<file path="src/rtl/rank_ilv_decoder.sv">
module rank_ilv_decoder #(
  parameter int ADDR_W  = 40,
  parameter int NRANGE  = 4,
  parameter int NWAY    = 4,
  parameter int LIM_LSB = 29,
  parameter int OFF_LSB = 26
) (
  input  logic              clk,
  input  logic              rst_n,
  input  logic              cfg_we,
  input  logic              cfg_sel,
  input  logic [3:0]        cfg_idx,
  input  logic [31:0]       cfg_wdata,
  input  logic              close_page,
  input  logic              in_valid,
  output logic              in_ready,
  input  logic [ADDR_W-1:0] in_addr,
  output logic              out_valid,
  input  logic              out_ready,
  output logic              out_err,
  output logic [1:0]        out_dimm,
  output logic [1:0]        out_rank,
  output logic [3:0]        out_chan_rank,
  output logic [ADDR_W-1:0] out_rank_addr
);
  localparam int EW    = $clog2(NRANGE);
  localparam int WW    = $clog2(NWAY);
  localparam int LIM_W = 11 + LIM_LSB;

  logic [31:0] rng_q [NRANGE];
  logic [31:0] ilv_q [NWAY][NRANGE];

  function automatic logic [ADDR_W-1:0] lim_of(input logic [31:0] w);
    logic [ADDR_W-1:0] r;
    r = '0;
    r[LIM_W-1:0] = {w[11:1], {LIM_LSB{1'b1}}};
    return r;
  endfunction

  always_ff @(posedge clk) begin
    if (!rst_n) begin
      for (int e = 0; e < NRANGE; e++) begin
        rng_q[e] <= '0;
        for (int w = 0; w < NWAY; w++) ilv_q[w][e] <= '0;
      end
    end else if (cfg_we) begin
      if (!cfg_sel) rng_q[cfg_idx[EW-1:0]] <= cfg_wdata;
      else          ilv_q[cfg_idx[2+WW-1:2]][cfg_idx[EW-1:0]] <= cfg_wdata;
    end
  end

  logic          hit;
  logic [EW-1:0] hit_idx;
  logic [ADDR_W-1:0] lo_b, lim_b;

  always_comb begin
    hit = 1'b0;
    hit_idx = '0;
    lo_b = '0;
    lim_b = '0;
    for (int i = 0; i < NRANGE; i++) begin
      lim_b = lim_of(rng_q[i]);
      if (!hit && rng_q[i][31] && lo_b <= in_addr && in_addr <= lim_b) begin
        hit = 1'b1;
        hit_idx = i[EW-1:0];
      end
      lo_b = lim_b;
    end
  end

  logic [31:0]       sel_rng, sel_ilv;
  logic [1:0]        wl;
  logic [3:0]        sh;
  logic [ADDR_W-1:0] hi, low_mask, pre_addr, offset;
  logic [WW-1:0]     way;
  logic [WW-1:0]     way_mask;

  assign sel_rng  = rng_q[hit_idx];
  assign wl       = sel_rng[29:28];
  assign sh       = close_page ? 4'd6 : 4'd13;
  assign hi       = in_addr >> sh;
  assign low_mask = (ADDR_W'(1) << sh) - ADDR_W'(1);
  assign pre_addr = ((hi >> wl) << sh) | (in_addr & low_mask);
  assign way_mask = (wl == 2'd0) ? '0 : (wl == 2'd1) ? WW'(1) : '1;
  assign way      = hi[WW-1:0] & way_mask;
  assign sel_ilv  = ilv_q[way][hit_idx];
  assign offset   = ADDR_W'({sel_ilv[15:2], {OFF_LSB{1'b0}}});

  logic unused_bits;
  assign unused_bits = ^{sel_rng[30], sel_rng[27:12], sel_rng[0], sel_ilv[31:20], sel_ilv[1:0]};

  logic accept;
  assign in_ready = !out_valid || out_ready;
  assign accept   = in_valid && in_ready;

  always_ff @(posedge clk) begin
    if (!rst_n) begin
      out_valid     <= 1'b0;
      out_err       <= 1'b0;
      out_dimm      <= '0;
      out_rank      <= '0;
      out_chan_rank <= '0;
      out_rank_addr <= '0;
    end else if (accept) begin
      out_valid     <= 1'b1;
      out_err       <= !hit;
      out_chan_rank <= hit ? sel_ilv[19:16] : 4'd0;
      out_dimm      <= hit ? sel_ilv[19:18] : 2'd0;
      out_rank      <= hit ? sel_ilv[17:16] : 2'd0;
      out_rank_addr <= hit ? pre_addr - offset : '0;
    end else if (out_ready) begin
      out_valid <= 1'b0;
    end
  end
endmodule


</file>
<file path="config.mk">
export PLATFORM = sky130hd
export DESIGN_NAME = rank_ilv_decoder
export DESIGN_NICKNAME = d
export VERILOG_FILES = /design/src/rtl/rank_ilv_decoder.sv
export SDC_FILE = /design/constraint.sdc
export NUM_CORES = 1
export LEC_CHECK = 0
export ABC_AREA = 1
export BUFFER_PORTS_ARGS = -buffer_cell sky130_fd_sc_hd__buf_2
export CORE_UTILIZATION = 40
export DETAILED_ROUTE_END_ITERATION = 8
export GPL_TIMING_DRIVEN = 0
export PLACE_DENSITY_LB_ADDON = 0.08
export SETUP_SLACK_MARGIN = 0.2
export SYNTH_ARGS = -nofsm -noshare
export SYNTH_HDL_FRONTEND = slang
export SYNTH_SLANG_ARGS = --single-unit
</file>
<file path="constraint.sdc">
create_clock -name clk -period 6.22 [get_ports clk]
set_input_delay 1.244 -clock clk [delete_from_list [all_inputs] [get_ports clk]]
set_output_delay 1.244 -clock clk [all_outputs]
set_load 0.01 [all_outputs]
</file>
Word-level counts from Yosys, hierarchy flattened
Memory sizes are Yosys's and may differ from the RTL's.
Cells that the tools add are included.
{"block": "totals", "ff_bits": 50, "wordCells": 90, "n_memories": 2, "ramBits": 640, "inputBits": 83, "out_inout_bits": 51}
{"name": "ilv_q", "words": 4, "width": 128, "rd": 1, "rd_clocked_by_memory_dff": 0, "wr": 4, "line_no": "31", "rtl": "logic [31:0] ilv_q [NWAY][NRANGE];"}
{"name": "rng_q", "words": 4, "width": 32, "rd": 5, "rd_clocked_by_memory_dff": 0, "wr": 4, "line_no": "30", "rtl": "logic [31:0] rng_q [NRANGE];"}
{"block": "op_classes", "bitwise": 5, "magnitude_cmp": 11, "n_shift": 4, "muxes": 36, "reduce_logical": 23, "add_sub_neg": 2, "eq_ne": 1}
{"op": "128-bit two-way mux", "n": 3}
{"op": "40-bit <= comparator", "n": 7}
{"op": "128-bit OR reduction", "n": 1}
{"op": "32-bit binary-select mux with 2-bit select", "n": 1}
{"op": "32-bit demux with 2-bit select", "n": 1}
{"op": "32-bit two-way mux", "n": 2}
{"op": "40-bit AND", "n": 1}
{"op": "1-bit by 40-bit <= comparator with 1-bit output, first input constant", "n": 1}
{"op": "20-bit two-way mux", "n": 2}
{"op": "40-bit two-way mux", "n": 1}
{"op": "40-bit bitwise OR", "n": 1}
{"op": "1-bit by 4-bit left shift with 40-bit output, first input constant", "n": 1}
{"op": "40-bit by 4-bit left shift with 40-bit output", "n": 1}
{"op": "40-bit by 2-bit right shift with 40-bit output", "n": 1}
{"op": "40-bit by 4-bit right shift with 40-bit output", "n": 1}
{"op": "40-bit by 2-bit subtractor with 40-bit output, second input constant", "n": 1}
{"op": "40-bit subtractor", "n": 1}
{"op": "32-bit OR reduction", "n": 1}
{"op": "1-bit two-way mux", "n": 16}
{"op": "2-bit two-way mux", "n": 8}
{"op": "1-bit logical AND", "n": 13}
{"op": "4-bit two-way mux", "n": 2}
{"op": "3-bit greater-or-equal comparator, second input constant", "n": 2}
{"op": "2-bit inverter with 3-bit output", "n": 2}
{"op": "other kinds (7)", "n": 11}

Longest topological paths before layout
Gate-level depths: netlist of the first run.
An unclocked memory read counts as a cell.
{"block": "depth", "depth_word": 30, "mapped_depth": 46, "ltp_nobuf": 43}

Worst setup path before layout of the first run
Ideal clock, no wire load.
{"block": "synth_timing", "kind": "input to register", "startpoint": "in in_addr[39]", "endpoint": "reg out_rank_addr[38]", "setup_time_ns": 0.070, "path_buffers": 2, "path_stages": 41, "arrival_time_ns": 5.625, "required_ns": 6.150, "setup_slack_ns": 0.524, "cell_sequence": "inv_1 > ha_1 > nand2_1 > nor2_1 > nand2_1 > a21oi_1 > nor2_1 > nand3_1 > nand2_1 > nand3_4 > nand2_4 > nand2_1 > nand3_2 > nand2_4 > nand2_2 > nand2_2 > buf_6 > buf_6 > (+5 left out) > inv_1 > fa_1 > nand2_1 > inv_1 > o21ai_0 > nand2_1 > a21oi_1 > o21bai_1 > a21oi_1 > o21ai_0 > nand2_1 > nand2_1 > a21o_1 > a21oi_1 > o21ai_0 > a21oi_1 > o21ai_0 > a21oi_1"}
{"block": "synth_via", "elab_chain_cells": 30, "elab_cells_between_ends": 46, "cone_classes": "add/sub: 1; order compare: 8; eq/ne: 1; shift: 3; mux: 13; bitwise: 3; reduce/logical: 15; memory: 2"}
{"item": "from (decl)", "line_no": "17", "rtl": "input logic [ADDR_W-1:0] in_addr,"}
{"item": "1-bit by 40-bit <= comparator with 1-bit output", "line_no": "63", "rtl": "if (!hit && rng_q[i][31] && lo_b <= in_addr && in_addr <= lim_b) begin"}
{"item": "1-bit logical AND (2 in series)", "line_no": "63"}
{"item": "1-bit two-way mux", "line_no": "63"}
{"item": "1-bit logical NOT", "line_no": "63"}
{"item": "1-bit logical AND (3 in series)", "line_no": "63"}
{"item": "1-bit two-way mux", "line_no": "63"}
{"item": "1-bit logical NOT", "line_no": "63"}
{"item": "1-bit logical AND (3 in series)", "line_no": "63"}
{"item": "(+7 left out)"}
{"item": "2-bit by 1-bit == test with 1-bit output", "line_no": "84", "rtl": "assign way_mask = (wl == 2'd0) ? '0 : (wl == 2'd1) ? WW'(1) : '1;"}
{"item": "2-bit two-way mux (2 in series)", "line_no": "84"}
{"item": "2-bit AND", "line_no": "85", "rtl": "assign way = hi[WW-1:0] & way_mask;"}
{"item": "memory 4 x 128 bit"}
{"item": "32-bit binary-select mux with 2-bit select", "line_no": "86", "rtl": "assign sel_ilv = ilv_q[way][hit_idx];"}
{"item": "20-bit two-way mux (implied by the code) (2 in series)", "line_no": "86"}
{"item": "40-bit subtractor", "line_no": "110", "rtl": "out_rank_addr <= hit ? pre_addr - offset : '0;"}
{"item": "40-bit two-way mux (*)", "line_no": "110"}
{"item": "to (signal assigned)", "line_no": "110"}
{"item": "to (decl)", "line_no": "24", "rtl": "output logic [ADDR_W-1:0] out_rank_addr"}
Mark *: on every way between the ends. The rest lies on a longest branch, timed or not. The select of a mux whose other input is x is not followed.
A chain may end at the register's enable or synchronous reset.

Worst setup path in the final report of the first run
Ends and elaborated chain as after synthesis.

==> results of run 1 <==
metal layers:
| layer | global-route usage | wire, µm |
|---|---|---|
| met1 | 0.363 | 30400 |
| met2 | 0.473 | 34500 |
| met3 | 0.0417 | 5240 |
| met4 | 0.0920 | 2140 |
| met5 | 0 | 0 |
cell usage in the layout (no fill, tap or decap), types with 7 or more instances in the layout:
cell type	n
sky130_fd_sc_hd__nand2_1	453
sky130_fd_sc_hd__nor2_1	388
sky130_fd_sc_hd__nand3_1	357
sky130_fd_sc_hd__edfxtp_1	344
sky130_fd_sc_hd__buf_2	128
sky130_fd_sc_hd__inv_1	123
sky130_fd_sc_hd__clkbuf_1	100
sky130_fd_sc_hd__a21oi_1	85
sky130_fd_sc_hd__o21ai_0	64
sky130_fd_sc_hd__buf_4	59
sky130_fd_sc_hd__ha_1	48
sky130_fd_sc_hd__clkbuf_16	46
sky130_fd_sc_hd__dfxtp_1	46
sky130_fd_sc_hd__o21ai_1	34
sky130_fd_sc_hd__buf_6	21
sky130_fd_sc_hd__nand2_2	16
sky130_fd_sc_hd__nand3_2	16
sky130_fd_sc_hd__mux2i_1	13
sky130_fd_sc_hd__inv_2	12
sky130_fd_sc_hd__o22ai_1	11
sky130_fd_sc_hd__o211ai_1	11
sky130_fd_sc_hd__or2_2	11
sky130_fd_sc_hd__o21ai_2	10
sky130_fd_sc_hd__nand2_4	10
sky130_fd_sc_hd__o221ai_1	8
sky130_fd_sc_hd__clkinv_1	8
sky130_fd_sc_hd__ha_4	8
sky130_fd_sc_hd__buf_12	7
sky130_fd_sc_hd__buf_1	7
power by group:
part	switching [mW]	internal [mW]	total, mW
sequential	0.0610	3.02	3.08
clock	1.12	1.47	2.59
combinational	1.50	0.836	2.34
tightest hold or removal path, cell delays in order (launching register included):
cell and delay, ns:
sky130_fd_sc_hd__dfxtp_1 0.31, sky130_fd_sc_hd__nand2_1 0.06, sky130_fd_sc_hd__a21oi_1 0.05
final cells by class:
type	count	area [µm²]	area share
Clock inverter	20	200	0.00829
Clock buffer	58	1180	0.0491
Inverter	140	536	0.0222
Timing Repair Buffer	165	993	0.0412
Multi-Input combinational cell	1602	8140	0.337
Tap cell	672	841	0.0348
Sequential cell	390	11300	0.466
Buffer	161	988	0.0410
worst max path at each step:
| stage | startpoint | to | slack [ns] | depth (start not counted) |
|---|---|---|---|---|
| after floorplan | in_addr[39] | out_rank_addr[38] | 0.52 | 41 |
| after global routing | in_addr[31] | out_rank_addr[38] | -0.17 | 43 |
| after detailed placement | in_addr[38] | out_rank_addr[38] | -1.28 | 39 |
| final | in_addr[39] | out_rank_addr[38] | 0.15 | 41 |
| after CTS | in_addr[32] | out_rank_addr[38] | 0.05 | 43 |
| after global placement | in_addr[38] | out_rank_addr[38] | -1.21 | 39 |
cells by family (layout without fill, tap and decap cells):
family / Yosys count / in the layout / share of synthesized area
and+or+nand+nor: 1284 / 1284 / 0.270
DFF: 390 / 390 / 0.555
buffers and inverters: 301 / 544 / 0.0650
AOI/OAI and AO/OA: 242 / 242 / 0.0650
adders and majority gates: 58 / 58 / 0.0362
muxes: 17 / 17 / 0.00840
xor gates and xnor gates: 1 / 1 / 0.000432
sequential cells by signal (all words and copies together), names as in the netlist:
signal         cells
out_err            1
out_chan_rank      4
rng_q             56
out_valid          1
ilv_q            288
out_rank_addr     40
through the flow:
step / instance area [µm²] / worst slack [ns] / hold WS (ns) / setup TNS, ns
after floorplan: 20300 / 0.524 / 0.490 / 0
after global placement: 21700 / -1.21 / 0.453 / -6.05
after detailed placement: 21700 / -1.28 / 0.456 / -6.93
after CTS: 23500 / 0.0531 / 0.465 / 0
after global routing: 24100 / -0.170 / 0.476 / -0.194
final: 24100 / 0.149 / 0.465 / 0
repair_timing:
action | in CTS | in global routing
resized for setup | 75 | 130
setup buffers | 28 | 12
cloned | 0 | 1
endpoints found under the setup margin | 8 | 4
pin swaps | 20 | 42
==> run_summary.xml, run 1 <==
<?xml version="1.0" encoding="UTF-8"?>
<metrics>
  <group name="timing">
    <metric name="finalCritPeriodShare" unit="">0.976</metric>
    <metric name="setup_viol" unit="">0</metric>
    <metric name="timing_worst_slew_pin_value" unit="ns">1.29</metric>
    <metric name="finClkSkew" unit="ns">0.0216</metric>
    <metric name="finalMaxSlewViolations" unit="">0</metric>
    <metric name="maxSlewHeadroom" unit="">0.128</metric>
    <metric name="setup_repair_after_global_routing_missed_its_margin" unit="">true</metric>
    <metric name="timing.fmax" unit="MHz">165</metric>
    <metric name="number_of_endpoints_with_negative_hold_slack_in_the_final_report" unit="">0</metric>
    <metric name="min_period" unit="ns">6.07</metric>
  </group>
  <group name="final_layout">
    <metric name="areaGrowthSynthToFinish" unit="%">19.1</metric>
    <metric name="antenna-diode-count" unit="">0</metric>
    <metric name="num-fill-cells" unit="">4895</metric>
    <metric name="design.final.nets" unit="">2646</metric>
    <metric name="final_cell_count_no_fill" unit="">3208</metric>
    <metric name="layout-drive-gt1-share" unit="">0.162</metric>
    <metric name="final_util" unit="">0.482</metric>
  </group>
  <group name="setup_path">
    <metric name="critical_path_at" unit="ns">6.58</metric>
    <metric name="critical_path_rt" unit="ns">6.73</metric>
    <metric name="r2r_slack" unit="ns">0.65</metric>
    <metric name="launching_point_of_the_worst_reg2reg_path" unit="">rng_q[3][11]</metric>
    <metric name="start_kind" unit="">primary input</metric>
    <metric name="worstSetupEndpointType" unit="">flop</metric>
    <metric name="timing_worst_setup_path_type" unit="">primary input to flop</metric>
    <metric name="critical_path.n_buffers_inverters" unit="">7</metric>
    <metric name="critPathSlowestCell" unit="">sky130_fd_sc_hd__fa_2</metric>
    <metric name="critical_path.reg2reg.endpoint" unit="">out_rank_addr[38]</metric>
    <metric name="path_delay_family" unit="">compound AO/OA/AOI/OAI gates</metric>
    <metric name="cp_common_cell" unit="">sky130_fd_sc_hd__nand2_4</metric>
    <metric name="critPathMaxStageDelay" unit="ns">0.36</metric>
    <metric name="worst-path-max-fanout" unit="">7</metric>
    <metric name="reg2reg_depth" unit="">41</metric>
  </group>
  <group name="floorplanning">
    <metric name="floorplan.die.height" unit="µm">227</metric>
    <metric name="die_area" unit="mm²">0.0516</metric>
    <metric name="design.core.area" unit="mm²">0.0501</metric>
    <metric name="die_width" unit="µm">227</metric>
    <metric name="pin_count" unit="">134</metric>
    <metric name="core.rowCount" unit="">82</metric>
    <metric name="start_util" unit="">0.405</metric>
  </group>
  <group name="routing">
    <metric name="vias_per_cell" unit="">5.45</metric>
    <metric name="detail-route-antenna-nets" unit="">0</metric>
    <metric name="wl" unit="mm">72.2</metric>
    <metric name="detailedRoute.firstIterationViolations" unit="">1651</metric>
    <metric name="drc" unit="">0</metric>
    <metric name="routed_vias" unit="">17486</metric>
    <metric name="firstDrtPassIters" unit="">5</metric>
    <metric name="routedWlPerCell" unit="µm">22.5</metric>
  </group>
  <group name="placed_design">
    <metric name="globalplace.congestion" unit="">0.929</metric>
    <metric name="hpwl" unit="mm">51.5</metric>
    <metric name="numPlacedInstances" unit="">3089</metric>
    <metric name="place.port_buffers" unit="">123</metric>
  </group>
  <group name="grt">
    <metric name="global_route_wire_length_before_repair" unit="mm">104</metric>
    <metric name="grt_antenna_before_repair" unit="">1</metric>
    <metric name="grt.total_usage" unit="">0.278</metric>
    <metric name="globalRouteOverflowTotal" unit="">0</metric>
    <metric name="first_global_vias" unit="">16632</metric>
    <metric name="maximum_number_of_pins_on_one_net_before_global_route_repair" unit="">19</metric>
  </group>
  <group name="clock_tree">
    <metric name="clockRootBuffer" unit="">sky130_fd_sc_hd__clkbuf_16</metric>
    <metric name="numCtsBuffers" unit="">45</metric>
    <metric name="h-tree-depth" unit="">2</metric>
    <metric name="cts_hold_buffers" unit="">0</metric>
    <metric name="clock-sinks" unit="">390</metric>
    <metric name="cts_max_path_buffers" unit="">3</metric>
    <metric name="cts.reportedPaths.clkPinSlew" unit="ns">0.06</metric>
    <metric name="tritoncts_clock_tree" unit="">yes</metric>
    <metric name="clk-insertion-delay-late" unit="ns">0.59</metric>
  </group>
  <group name="synth">
    <metric name="ys_ff_latch" unit="">390</metric>
    <metric name="synth_top_cell_area_share" unit="">0.510</metric>
    <metric name="commonest_cells_in_the_netlist" unit="">474 x sky130_fd_sc_hd__nand2_1, 395 x sky130_fd_sc_hd__nor2_1, 372 x sky130_fd_sc_hd__nand3_1, 344 x sky130_fd_sc_hd__edfxtp_1, 134 x sky130_fd_sc_hd__inv_1</metric>
    <metric name="netlist_instances" unit="">2293</metric>
    <metric name="post_synth_instance_area" unit="mm²">0.0203</metric>
    <metric name="yosys_top_cell_by_area" unit="">sky130_fd_sc_hd__edfxtp_1</metric>
    <metric name="ys_dominant_reg_cell" unit="">sky130_fd_sc_hd__edfxtp_1</metric>
    <metric name="syn_avg_cell_area" unit="µm²">8.84</metric>
    <metric name="yosysWarningCount" unit="">0</metric>
    <metric name="synth_seq_area_share" unit="">0.555</metric>
    <metric name="synth_cell_types" unit="">41</metric>
    <metric name="share_of_async_settable_or_async_resettable_flops_after_synthesis" unit="">0</metric>
    <metric name="post_syn_nets" unit="">2434</metric>
    <metric name="synth-edff-count" unit="">344</metric>
    <metric name="most_frequently_used_cell_type_in_the_post_synthesis_netlist" unit="">sky130_fd_sc_hd__nand2_1</metric>
    <metric name="yosys-top-cells-area" unit="">sky130_fd_sc_hd__edfxtp_1 51%, sky130_fd_sc_hd__nand3_1 9.2%, sky130_fd_sc_hd__nand2_1 8.8%</metric>
  </group>
  <group name="power_and_ir_drop">
    <metric name="power-per-cell-area" unit="mW/mm²">332</metric>
    <metric name="ir_drop" unit="V">0.000214</metric>
    <metric name="design_power_total" unit="mW">8.01</metric>
    <metric name="leak_pwr" unit="nW">9.96</metric>
  </group>
  <group name="worst_hold_path">
    <metric name="startpoint_of_the_lowest_slack_hold_path" unit="">out_rank_addr[2]</metric>
    <metric name="hold_depth" unit="">2</metric>
    <metric name="hp-class" unit="">flop to flop</metric>
    <metric name="timing.hold.worst_endpoint" unit="">out_rank_addr[2]</metric>
  </group>
  <group name="run">
    <metric name="max-cap-violations" unit="">0</metric>
  </group>
  <group name="status">
    <metric name="status" unit="">completed</metric>
  </group>
</metrics>
Power figures use the tool's default switching activity.
==> run 2, diff against run 1 <==
--- a/config.mk
+++ b/config.mk
@@ -10,8 +10,9 @@
 export CORE_UTILIZATION = 40
 export DETAILED_ROUTE_END_ITERATION = 8
 export GPL_TIMING_DRIVEN = 0
+export HOLD_SLACK_MARGIN = 0.1
 export PLACE_DENSITY_LB_ADDON = 0.08
-export SETUP_SLACK_MARGIN = 0.2
+export SETUP_SLACK_MARGIN = 0.5
 export SYNTH_ARGS = -nofsm -noshare
 export SYNTH_HDL_FRONTEND = slang
 export SYNTH_SLANG_ARGS = --single-unit
==> run_summary.xml, run 2 (synthesized netlist as in run 1, its figures left out) <==
<?xml version="1.0" encoding="UTF-8"?>
<metrics>
  <group name="status">
    <metric name="status" unit="">completed</metric>
  </group>
  <group name="final_layout">
    <metric name="max_flop_register" unit="">ilv_q</metric>
    <metric name="layout-drive-gt1-share" unit="">0.185</metric>
    <metric name="reg_top3" unit="">ilv_q (288), rng_q (56), out_rank_addr (40)</metric>
    <metric name="num-fill-cells" unit="">4839</metric>
    <metric name="areaGrowthSynthToFinish" unit="%">21.6</metric>
    <metric name="leading_cell_type_in_the_layout_fill_and_taps_excluded" unit="">sky130_fd_sc_hd__nand2_1</metric>
    <metric name="design.final.nets" unit="">2681</metric>
    <metric name="antenna-diode-count" unit="">0</metric>
    <metric name="commonest_cells_after_routing_fill_and_taps_aside" unit="">442 x sky130_fd_sc_hd__nand2_1, 383 x sky130_fd_sc_hd__nor2_1, 354 x sky130_fd_sc_hd__nand3_1</metric>
    <metric name="largest_reg_flops" unit="">288</metric>
  </group>
  <group name="worst_hold_path">
    <metric name="hp-class" unit="">flop to flop</metric>
  </group>
  <group name="floorplanning">
    <metric name="pin_count" unit="">134</metric>
    <metric name="core.rowCount" unit="">82</metric>
    <metric name="die_area" unit="mm²">0.0516</metric>
    <metric name="design.core.area" unit="mm²">0.0501</metric>
    <metric name="start_util" unit="">0.405</metric>
    <metric name="floorplan.die.height" unit="µm">227</metric>
    <metric name="die_width" unit="µm">227</metric>
  </group>
  <group name="grt">
    <metric name="grt_antenna_before_repair" unit="">0</metric>
    <metric name="grt.total_usage" unit="">0.282</metric>
    <metric name="maximum_number_of_pins_on_one_net_before_global_route_repair" unit="">19</metric>
    <metric name="global_route_wire_length_before_repair" unit="mm">106</metric>
    <metric name="globalRouteOverflowTotal" unit="">0</metric>
    <metric name="first_global_vias" unit="">16963</metric>
  </group>
  <group name="clock_tree">
    <metric name="cts_max_path_buffers" unit="">3</metric>
    <metric name="clk-insertion-delay-late" unit="ns">0.59</metric>
    <metric name="tritoncts_clock_tree" unit="">yes</metric>
    <metric name="cts.reportedPaths.clkPinSlew" unit="ns">0.06</metric>
    <metric name="clockRootBuffer" unit="">sky130_fd_sc_hd__clkbuf_16</metric>
    <metric name="numCtsBuffers" unit="">45</metric>
    <metric name="clock-sinks" unit="">390</metric>
    <metric name="h-tree-depth" unit="">2</metric>
  </group>
  <group name="setup_path">
    <metric name="critical_path_rt" unit="ns">6.67</metric>
    <metric name="worst-path-max-fanout" unit="">10</metric>
    <metric name="critical_path_at" unit="ns">6.60</metric>
    <metric name="critPathMaxStageDelay" unit="ns">0.37</metric>
    <metric name="critPathSlowestCell" unit="">sky130_fd_sc_hd__fa_2</metric>
    <metric name="cp_common_cell" unit="">sky130_fd_sc_hd__buf_4</metric>
    <metric name="worstSetupEndpointType" unit="">flop</metric>
    <metric name="start_kind" unit="">primary input</metric>
    <metric name="timing_worst_setup_path_type" unit="">primary input to flop</metric>
  </group>
  <group name="run">
    <metric name="max-cap-violations" unit="">0</metric>
  </group>
  <group name="timing">
    <metric name="totalNegativeSetupSlack" unit="ns">0</metric>
    <metric name="timing_worst_slew_pin_value" unit="ns">1.31</metric>
    <metric name="setup_repair_after_global_routing_missed_its_margin" unit="">true</metric>
    <metric name="setup_viol" unit="">0</metric>
    <metric name="finalMaxSlewViolations" unit="">0</metric>
    <metric name="finClkSkew" unit="ns">0.0222</metric>
    <metric name="number_of_endpoints_with_negative_hold_slack_in_the_final_report" unit="">0</metric>
    <metric name="maxSlewHeadroom" unit="">0.114</metric>
    <metric name="min_period" unit="ns">6.15</metric>
    <metric name="finalCritPeriodShare" unit="">0.989</metric>
    <metric name="timing.fmax" unit="MHz">163</metric>
  </group>
  <group name="routing">
    <metric name="vias_per_cell" unit="">5.47</metric>
    <metric name="wl" unit="mm">73.2</metric>
    <metric name="detailedRoute.firstIterationViolations" unit="">1726</metric>
    <metric name="routedWlPerCell" unit="µm">22.6</metric>
    <metric name="drc" unit="">0</metric>
    <metric name="detail-route-antenna-nets" unit="">0</metric>
    <metric name="routed_vias" unit="">17725</metric>
    <metric name="firstDrtPassIters" unit="">6</metric>
  </group>
  <group name="power_and_ir_drop">
    <metric name="design_power_total" unit="mW">8.31</metric>
    <metric name="ir_drop" unit="V">0.000214</metric>
    <metric name="power-per-cell-area" unit="mW/mm²">337</metric>
    <metric name="leak_pwr" unit="nW">10.1</metric>
  </group>
  <group name="placed_design">
    <metric name="globalplace.congestion" unit="">0.929</metric>
    <metric name="place.port_buffers" unit="">123</metric>
    <metric name="hpwl" unit="mm">51.5</metric>
  </group>
</metrics>
## run 2: cell count changes in the layout (fill, tap and decap cells not counted), moves of 8 or more
cell                      change
sky130_fd_sc_hd__nand2_1     -11
sky130_fd_sc_hd__nand2_2     +11
sky130_fd_sc_hd__buf_4       +34
sky130_fd_sc_hd__ha_1        -11
sky130_fd_sc_hd__inv_4        +8
sky130_fd_sc_hd__ha_4        +11
## run 2: layout make-up
cell class                 instances  area, µm²  area share
sequential                       390      11300       0.457
multi-input combinational       1602       8320       0.338
timing repair buffer             200       1280      0.0518
clock buffer                      58       1180      0.0481
buffer                           161       1010      0.0409
tap                              672        841      0.0341
inverter                         140        552      0.0224
clock inverter                    20        200     0.00813
## run 2: per-layer routing
layer  vias up  wire, µm  track usage
met4         0      2310       0.0953
met3       140      5300       0.0388
met1      8559     30600        0.369
met2       750     34900        0.482
met5         -         0            0
li1       8276         -            -
## run 2: what timing repair did
item / in CTS / in global routing
pin swaps: 42 / 50
hold buffers: 0 / 0
setup buffers: 62 / 14
resized for setup: 165 / 85
endpoints found under the setup margin: 10 / 8
## run 2: final timing paths
| kind | from | to | slack, ns | cells after the start |
|---|---|---|---|---|
| max | in_addr[32] | out_rank_addr[30] | 0.07 | 42 |
| min | out_rank_addr[34] | out_rank_addr[34] | 0.46 | 2 |
| max reg2reg | rng_q[0][3] | out_rank_addr[30] | 0.57 | 39 |
| min reg2reg | out_rank_addr[34] | out_rank_addr[34] | 0.46 | 2 |
## run 2: worst max-delay path: cells and delay by family
family / cells / cell delay (ns)
AO/OA/AOI/OAI: 6 / 0.81
adder cells (fa/ha/maj): 3 / 0.93
buffers and inverters: 17 / 2.05
AND/OR/NAND/NOR: 16 / 1.52
## run 2: metrics by stage
stage / hold WS, ns / cells / setup slack, ns / util / instance area (µm²)
6_report: 0.464 / 3243 / 0.0706 / 0.492 / 24600
5_1_grt: 0.476 / 3243 / -0.212 / 0.492 / 24600
4_1_cts: 0.465 / 3229 / 0.192 / 0.482 / 24200
3_5_place_dp: 0.456 / 3089 / -1.28 / 0.434 / 21700
3_3_place_gp: 0.453 / 3088 / -1.21 / 0.434 / 21700
2_1_floorplan: 0.490 / 2293 / 0.524 / - / 20300
## run 2: report_power, final
part	switching [mW]	internal [mW]
clock network	1.12	1.47
logic	1.60	1.04
registers	0.0618	3.02
